$ cat src/rtl/edge_gpio_ctrl_pkg.sv
// Shared constants and types for the edge-interrupt GPIO controller.
// Assumes a byte-wide register port with a fixed offset map.
package edge_gpio_ctrl_pkg;
    localparam int DATA_W   = 8;
    localparam int ADDR_W   = 3;

    localparam logic [ADDR_W-1:0] OFF_DIR  = 3'd0;
    localparam logic [ADDR_W-1:0] OFF_DATA = 3'd1;
    localparam logic [ADDR_W-1:0] OFF_TRIG = 3'd3;
    localparam logic [ADDR_W-1:0] OFF_STAT = 3'd4;

    // Per-input trigger selection code
    typedef enum logic [1:0] {
        TRIG_NONE = 2'b00,
        TRIG_FALL = 2'b01,
        TRIG_RISE = 2'b10,
        TRIG_RSVD = 2'b11
    } trig_e;
endpackage

$ cat src/rtl/gpio_sync.sv
// Multi-stage level synchroniser for asynchronous pin inputs.
// Assumes STAGES >= 1; all stages reset to zero.
module gpio_sync #(
    parameter int WIDTH  = 8,
    parameter int STAGES = 2
) (
    input  logic             clk,
    input  logic             rst_n,
    input  logic [WIDTH-1:0] d_i,
    output logic [WIDTH-1:0] q_o
);
    logic [WIDTH-1:0] stage_q [STAGES];

    // First stage samples the raw pins
    always_ff @(posedge clk) begin
        if (!rst_n) stage_q[0] <= '0;
        else        stage_q[0] <= d_i;
    end

    genvar s;
    generate
        for (s = 1; s < STAGES; s++) begin : g_stage
            // Each further stage retimes the one before
            always_ff @(posedge clk) begin
                if (!rst_n) stage_q[s] <= '0;
                else        stage_q[s] <= stage_q[s-1];
            end
        end
    endgenerate

    assign q_o = stage_q[STAGES-1];
endmodule

$ cat src/rtl/gpio_edge_flags.sv
// Edge detector and pending-flag store for the interrupt-capable inputs.
// Each input keeps separate rising and falling flags that latch on every
// edge; the trigger code picks which flag is visible. A clear wipes both
// flags, but an edge arriving in the same cycle keeps its flag set.
// Assumes lvl_i is already synchronised to clk.
module gpio_edge_flags
    import edge_gpio_ctrl_pkg::*;
#(
    parameter int NUM_IN = 4
) (
    input  logic                  clk,
    input  logic                  rst_n,
    input  logic [NUM_IN-1:0]     lvl_i,
    input  logic [2*NUM_IN-1:0]   cfg_i,
    input  logic [NUM_IN-1:0]     clr_i,
    output logic [NUM_IN-1:0]     vis_o
);
    genvar i;
    generate
        for (i = 0; i < NUM_IN; i++) begin : g_in
            logic  prev_q;
            logic  rise_flag_q;
            logic  fall_flag_q;
            logic  rise_det;
            logic  fall_det;
            trig_e code;

            assign rise_det = lvl_i[i] & ~prev_q;
            assign fall_det = ~lvl_i[i] & prev_q;
            assign code     = trig_e'(cfg_i[2*i +: 2]);

            // Remember the previous synchronised level
            always_ff @(posedge clk) begin
                if (!rst_n) prev_q <= 1'b0;
                else        prev_q <= lvl_i[i];
            end

            // Latch both flags; a new edge overrides a same-cycle clear
            always_ff @(posedge clk) begin
                if (!rst_n) begin
                    rise_flag_q <= 1'b0;
                    fall_flag_q <= 1'b0;
                end else begin
                    rise_flag_q <= rise_det | (rise_flag_q & ~clr_i[i]);
                    fall_flag_q <= fall_det | (fall_flag_q & ~clr_i[i]);
                end
            end

            // Pick the flag shown by the trigger code
            always_comb begin
                case (code)
                    TRIG_FALL: vis_o[i] = fall_flag_q;
                    TRIG_RISE: vis_o[i] = rise_flag_q;
                    default:   vis_o[i] = 1'b0;
                endcase
            end
        end
    endgenerate
endmodule

$ cat src/rtl/gpio_regfile.sv
// Register file: direction, output value and trigger configuration
// storage, status clear decode and the read multiplexer.
// Assumes NUM_LINES <= DATA_W and 2*NUM_IN <= DATA_W.
module gpio_regfile
    import edge_gpio_ctrl_pkg::*;
#(
    parameter int NUM_LINES = 8,
    parameter int NUM_IN    = 4
) (
    input  logic                 clk,
    input  logic                 rst_n,
    input  logic [ADDR_W-1:0]    addr_i,
    input  logic                 wr_en_i,
    input  logic [DATA_W-1:0]    wdata_i,
    input  logic [NUM_LINES-1:0] pin_lvl_i,
    input  logic [NUM_IN-1:0]    vis_i,
    output logic [NUM_LINES-1:0] dir_q_o,
    output logic [NUM_LINES-1:0] out_q_o,
    output logic [2*NUM_IN-1:0]  cfg_q_o,
    output logic [NUM_IN-1:0]    clr_o,
    output logic [DATA_W-1:0]    rdata_o
);
    // Store direction, output and configuration bytes on writes
    always_ff @(posedge clk) begin
        if (!rst_n) begin
            dir_q_o <= '0;
            out_q_o <= '0;
            cfg_q_o <= '0;
        end else if (wr_en_i) begin
            case (addr_i)
                OFF_DIR:  dir_q_o <= wdata_i[NUM_LINES-1:0];
                OFF_DATA: out_q_o <= wdata_i[NUM_LINES-1:0];
                OFF_TRIG: cfg_q_o <= wdata_i[2*NUM_IN-1:0];
                default:  ;
            endcase
        end
    end

    // Decode the write-one-to-clear status access
    always_comb begin
        clr_o = '0;
        if (wr_en_i && addr_i == OFF_STAT) clr_o = wdata_i[NUM_IN-1:0];
    end

    // Select read data; unmapped offsets return zero
    always_comb begin
        rdata_o = '0;
        case (addr_i)
            OFF_DIR:  rdata_o[NUM_LINES-1:0] = dir_q_o;
            OFF_DATA: rdata_o[NUM_LINES-1:0] = pin_lvl_i;
            OFF_TRIG: rdata_o[2*NUM_IN-1:0]  = cfg_q_o;
            OFF_STAT: rdata_o[NUM_IN-1:0]    = vis_i;
            default:  ;
        endcase
    end
endmodule

$ cat src/rtl/edge_gpio_ctrl.sv
// Top of the edge-interrupt GPIO controller. Lines below NUM_OUT are
// outputs, the rest are interrupt-capable inputs. Pins pass through a
// synchroniser, the inputs feed the edge-flag store, and the interrupt
// is the OR of the visible status bits.
// Assumes NUM_OUT + NUM_IN <= 8 and 2*NUM_IN <= 8 (byte registers).
module edge_gpio_ctrl
    import edge_gpio_ctrl_pkg::*;
#(
    parameter int NUM_OUT     = 4,
    parameter int NUM_IN      = 4,
    parameter int SYNC_STAGES = 2
) (
    input  logic                 clk,
    input  logic                 rst_n,
    input  logic [ADDR_W-1:0]    addr_i,
    input  logic                 wr_en_i,
    input  logic [DATA_W-1:0]    wdata_i,
    output logic [DATA_W-1:0]    rdata_o,
    input  logic [NUM_OUT+NUM_IN-1:0] pins_i,
    output logic [NUM_OUT+NUM_IN-1:0] dir_o,
    output logic [NUM_OUT+NUM_IN-1:0] out_o,
    output logic                 irq_o
);
    localparam int NUM_LINES = NUM_OUT + NUM_IN;

    logic [NUM_LINES-1:0] pin_lvl;
    logic [2*NUM_IN-1:0]  cfg_q;
    logic [NUM_IN-1:0]    clr;
    logic [NUM_IN-1:0]    vis;

    gpio_sync #(
        .WIDTH  (NUM_LINES),
        .STAGES (SYNC_STAGES)
    ) u_sync (
        .clk   (clk),
        .rst_n (rst_n),
        .d_i   (pins_i),
        .q_o   (pin_lvl)
    );

    gpio_edge_flags #(
        .NUM_IN (NUM_IN)
    ) u_flags (
        .clk   (clk),
        .rst_n (rst_n),
        .lvl_i (pin_lvl[NUM_LINES-1:NUM_OUT]),
        .cfg_i (cfg_q),
        .clr_i (clr),
        .vis_o (vis)
    );

    gpio_regfile #(
        .NUM_LINES (NUM_LINES),
        .NUM_IN    (NUM_IN)
    ) u_regs (
        .clk       (clk),
        .rst_n     (rst_n),
        .addr_i    (addr_i),
        .wr_en_i   (wr_en_i),
        .wdata_i   (wdata_i),
        .pin_lvl_i (pin_lvl),
        .vis_i     (vis),
        .dir_q_o   (dir_o),
        .out_q_o   (out_o),
        .cfg_q_o   (cfg_q),
        .clr_o     (clr),
        .rdata_o   (rdata_o)
    );

    // Interrupt request follows any visible pending flag
    assign irq_o = |vis;
endmodule

$ cat config.mk
export PLATFORM = sky130hd
export DESIGN_NAME = edge_gpio_ctrl
export DESIGN_NICKNAME = d
export VERILOG_FILES = /design/src/rtl/edge_gpio_ctrl_pkg.sv /design/src/rtl/gpio_sync.sv /design/src/rtl/gpio_edge_flags.sv /design/src/rtl/gpio_regfile.sv /design/src/rtl/edge_gpio_ctrl.sv
export SDC_FILE = /design/constraint.sdc
export NUM_CORES = 1
export LEC_CHECK = 0
export BUFFER_PORTS_ARGS = -buffer_cell sky130_fd_sc_hd__clkbuf_2
export CAP_MARGIN = 20
export CELL_PAD_IN_SITES_DETAIL_PLACEMENT = 1
export CELL_PAD_IN_SITES_GLOBAL_PLACEMENT = 1
export CORE_ASPECT_RATIO = 0.9
export CORE_MARGIN = 1
export CORE_UTILIZATION = 36
export CTS_CLUSTER_SIZE = 14
export DETAILED_ROUTE_END_ITERATION = 8
export GPL_ROUTABILITY_DRIVEN = 1
export GPL_TIMING_DRIVEN = 0
export PLACE_DENSITY = 0.78
export SETUP_SLACK_MARGIN = 0.3
export SLEW_MARGIN = 40
export SYNTH_ARGS = -nofsm -noshare
export SYNTH_HDL_FRONTEND = slang
export SYNTH_SLANG_ARGS = --single-unit
$ cat constraint.sdc
create_clock -name clk -period 1.42 [get_ports clk]
set_input_delay 0.142 -clock clk [delete_from_list [all_inputs] [get_ports clk]]
set_output_delay 0.142 -clock clk [all_outputs]
set_load 0.01 [all_outputs]
==> impl_metrics.py <==
metrics = {
    "outcome": {
        "violated_checks": "DRC, setup timing",
        "run_status": "finished, violations left",
    },
    "sta": {
        "fin_crit_sh_pct": 135.2,
        "report.final.hold_viol_count": 0,
        "clock.fmax_ghz": 0.5208,
        "slew-limit-headroom_pct": 62.87,
        "hold_ws_ns": 0.03316,
        "clock-skew-final_ns": 0.006914,
        "worst-slew-pin-transition_ns": 0.5570,
        "setup-tns-final_ns": -1.400,
        "final_critical_path_setup_slack_ns": -0.5000,
        "setup_repair_after_global_routing_missed_its_margin": "true",
        "maxSlewViolCount": 0,
        "finalCriticalPeriod_ns": 1.920,
        "setup_viol": 5,
    },
    "hold_path": {
        "worst_hold_path_type": "input port to flop",
    },
    "critical_path": {
        "regToRegSetupSlack_ns": 0.56,
        "reg2reg_to": "u_flags.g_in[3].rise_flag_q",
        "cp_data_required_time_ns": 1.28,
        "worst_r2r_path_depth": 3,
        "timing.critical_path.to_type": "output port",
        "setup.worst_path.start_class": "flop",
        "worstSetupEndpoint": "irq_o",
        "worst_reg2reg_startpoint": "u_sync.stage_q[1][7]",
        "critPathArrivalTime_ns": 1.78,
        "start_point_of_the_critical_path": "u_regs.cfg_q_o[3]",
        "critPathKind": "flop to output port",
        "critPathMaxFanout": 4,
    },
    "placement": {
        "hpwlAfterDp_mm": 4.285,
        "dp_cells": 347,
        "gp_congestion": 0.7973,
        "io_buffers": 45,
        "postPlaceCellArea_um2": 2545,
    },
    "layout": {
        "final_net_count": 333,
        "area_growth_syn_to_layout_pct": 34.69,
        "design_area_um2": 2973,
        "layoutNonFillerInstCount": 374,
        "post_route_cells_drive_above_1_share_pct": 44.74,
        "antennaDiodeCount": 0,
    },
    "floorplanning": {
        "design.die.area_um2": 6448,
        "placement_rows": 26,
        "ios": 47,
        "core_area_um2": 5791,
        "die_w_um": 84.54,
        "initial_standard_cell_utilization_of_the_core_pct": 38.12,
        "chipHeight_um": 76.28,
    },
    "logic_synthesis": {
        "mappedNetlistArea_um2": 2207,
        "synth_nets": 262,
        "syn_avg_cell_area_um2": 9.513,
        "synthesis.instances": 232,
        "synth_cell_type_count": 29,
        "ys.warnings.count": 0,
        "synth_sequential_area_ratio_pct": 47.17,
        "postSynthRegisterBits": 52,
    },
    "detailed_routing": {
        "routed_via_density": 5.193,
        "ant_nets": 0,
        "drt-initial-drc-count": 65,
        "post_detailed_routing_wire_length_mm": 6.445,
        "wl_per_cell_um": 17.23,
        "via_count": 1942,
        "drt_first_pass_iters": 6,
        "remaining_drc_errors": 4,
    },
    "global_routing": {
        "first_pass_grt_wire_length_mm": 9.991,
        "antenna_found_initial": 0,
        "grt.overflow.total": 0,
        "first_global_vias": 2011,
        "grt.met2_usage_pct": 36.26,
        "grt_use_met3_pct": 3.900,
        "globalRoute.busiestLayer": "met2",
        "grt_max_degree": 17,
        "globalRouteTotalUtil_pct": 19.96,
        "fraction_of_met1_tracks_used_by_global_routing_pct": 24.27,
    },
    "power_and_ir_drop": {
        "cellLeakagePower_nw": 1.223,
        "vdd.ir_drop.worst_mv": 0.3321,
        "powerDensity_nw_per_um2": 897.7,
    },
    "run": {
        "drv_cap": 0,
    },
    "clock_network": {
        "num_cts_buffers": 5,
        "cts-htree-levels": 2,
        "cts-root-buf": "sky130_fd_sc_hd__clkbuf_8",
        "clock_pin_slew_of_the_registers_on_the_worst_case_setup_and_hold_paths_ns": 0.10,
        "post_cts_hold_buffer_count": 0,
        "cts_tree": "built",
        "max-clock-path-buffers": 2,
        "insertion_delay_ns": 0.31,
        "clock-sinks": 52,
    },
}
-- state kept, by name, summed over array words and instances (netlist names) --
name                      flops
u_flags.g_in.fall_flag_q      4
u_regs.dir_q_o                8
u_regs.out_q_o                8
u_regs.cfg_q_o                8
u_flags.g_in.prev_q           4
u_flags.g_in.rise_flag_q      4
u_sync.stage_q               16
-- cells by family (layout without fill, tap and decap cells) --
logic type               count (synthesis)  in the layout  synth area share [%]
AND/OR/NAND/NOR                         84             84                 20.81
buffers and inverters                   24             96                 4.592
AO/OA/AOI/OAI                           56             56                 19.27
multiplexers                             8              8                 3.628
flip-flops                              52             52                 47.17
adder cells (fa/ha/maj)                  8              8                 4.535
-- report_power, final --
part | total [mW] | switching [mW] | internal [mW]
Combinational | 0.289 | 0.159 | 0.130
Clock | 0.854 | 0.502 | 0.352
Sequential | 1.53 | 0.0279 | 1.50
Total | 2.67 | 0.689 | 1.98
-- timing repair --
action                                  CTS  global route
endpoints found under the setup margin   17            25
resized for setup                        44            21
setup buffers                            16             3
pin swaps                                11            11
-- metrics by stage --
stage          worst slack, ns  util (%)  power [mW]
6_report               -0.5000     51.34       2.669
5_1_grt                -0.5624     51.34       2.776
2_1_floorplan         -0.01096         -       1.706
3_5_place_dp           -0.2146     43.95       1.811
3_3_place_gp           -0.2035     43.95       1.801
4_1_cts                -0.5222     49.89       2.659
-- layout make-up --
cell class,instances,area (µm²)
Sequential cell,52,1076
Multi-Input combinational cell,156,1222
Fill cell,686,2818
Inverter,8,30.03
Timing Repair Buffer,64,380.4
Clock buffer,6,72.57
Tap cell,70,87.58
Buffer,16,87.58
Clock inverter,2,16.27
-- synthesized netlist by cell type --
library cell / number / area (µm²)
sky130_fd_sc_hd__nand4bb_1: 1 / 11.26
sky130_fd_sc_hd__a22oi_1: 4 / 30.03
sky130_fd_sc_hd__buf_6: 1 / 11.26
sky130_fd_sc_hd__o21ai_0: 8 / 40.04
sky130_fd_sc_hd__and2_1: 21 / 131.4
sky130_fd_sc_hd__and4bb_2: 1 / 12.51
sky130_fd_sc_hd__or4_1: 1 / 7.510
sky130_fd_sc_hd__o2bb2ai_1: 4 / 35.03
sky130_fd_sc_hd__mux2i_1: 8 / 80.08
sky130_fd_sc_hd__a21boi_1: 2 / 15.01
sky130_fd_sc_hd__a2bb2oi_1: 8 / 70.07
sky130_fd_sc_hd__nor2b_1: 8 / 50.05
sky130_fd_sc_hd__ha_1: 8 / 100.1
sky130_fd_sc_hd__nand4b_1: 1 / 8.760
sky130_fd_sc_hd__o21a_1: 8 / 60.06
sky130_fd_sc_hd__nor2_1: 8 / 30.03
sky130_fd_sc_hd__a21boi_0: 14 / 105.1
sky130_fd_sc_hd__o21ai_2: 8 / 70.07
sky130_fd_sc_hd__nor3b_1: 1 / 7.510
sky130_fd_sc_hd__dfxtp_1: 52 / 1041
sky130_fd_sc_hd__nand3_1: 14 / 70.07
sky130_fd_sc_hd__nand3_2: 2 / 20.02
sky130_fd_sc_hd__inv_1: 8 / 30.03
sky130_fd_sc_hd__or4b_1: 1 / 10.01
sky130_fd_sc_hd__and4b_1: 1 / 10.01
sky130_fd_sc_hd__buf_2: 3 / 15.01
sky130_fd_sc_hd__clkbuf_1: 11 / 41.29
sky130_fd_sc_hd__nand2_1: 24 / 90.09
sky130_fd_sc_hd__buf_1: 1 / 3.750
-- cell usage in the layout, fill, tap and decap left out, types with 2 or more instances in the layout --
cell                        count
sky130_fd_sc_hd__clkbuf_2      41
sky130_fd_sc_hd__dfxtp_1       36
sky130_fd_sc_hd__nand2_1       24
sky130_fd_sc_hd__and2_1        21
sky130_fd_sc_hd__buf_4         20
sky130_fd_sc_hd__a21boi_0      14
sky130_fd_sc_hd__nand3_1       14
sky130_fd_sc_hd__dfxtp_2       10
sky130_fd_sc_hd__clkbuf_1       9
sky130_fd_sc_hd__mux2i_1        8
sky130_fd_sc_hd__o21ai_0        8
sky130_fd_sc_hd__nor2b_1        8
sky130_fd_sc_hd__o21a_1         8
sky130_fd_sc_hd__o21ai_2        8
sky130_fd_sc_hd__inv_2          7
sky130_fd_sc_hd__a2bb2oi_1      7
sky130_fd_sc_hd__buf_2          6
sky130_fd_sc_hd__dfxtp_4        6
sky130_fd_sc_hd__clkbuf_8       5
sky130_fd_sc_hd__a22oi_2        4
sky130_fd_sc_hd__nor2_1         4
sky130_fd_sc_hd__ha_4           4
sky130_fd_sc_hd__ha_2           4
sky130_fd_sc_hd__nor2_2         3
sky130_fd_sc_hd__o2bb2ai_2      3
sky130_fd_sc_hd__buf_6          3
sky130_fd_sc_hd__nand3_2        2
sky130_fd_sc_hd__a21boi_1       2
-- metal layers --
layer	vias up	part of all wire [%]
li1	934	-
met1	952	43
met3	8	3.7
met2	48	52
met4	0	0.87
met5	-	0
-- critical path, cell delays in order (launching register included) --
cell and delay (ns):
sky130_fd_sc_hd__dfxtp_4 0.39, sky130_fd_sc_hd__inv_2 0.04, sky130_fd_sc_hd__ha_2 0.16, sky130_fd_sc_hd__a22oi_2 0.15, sky130_fd_sc_hd__nor2_2 0.06, sky130_fd_sc_hd__or4_4 0.53
sky130_fd_sc_hd__buf_6 0.14
-- how the worst min path moves through the flow --
stage	startpoint	end	slack, ns	depth (start not counted)
final	pins_i[1]	u_sync.stage_q[0][1]	0.03	2
after global routing	pins_i[2]	u_sync.stage_q[0][2]	0.04	2
after global placement	pins_i[3]	u_sync.stage_q[0][3]	0.35	2
after CTS	pins_i[1]	u_sync.stage_q[0][1]	0.03	2
after floorplan	pins_i[0]	u_sync.stage_q[0][0]	0.27	1
after detailed placement	pins_i[1]	u_sync.stage_q[0][1]	0.35	2
(Power assumes the default switching activity.)
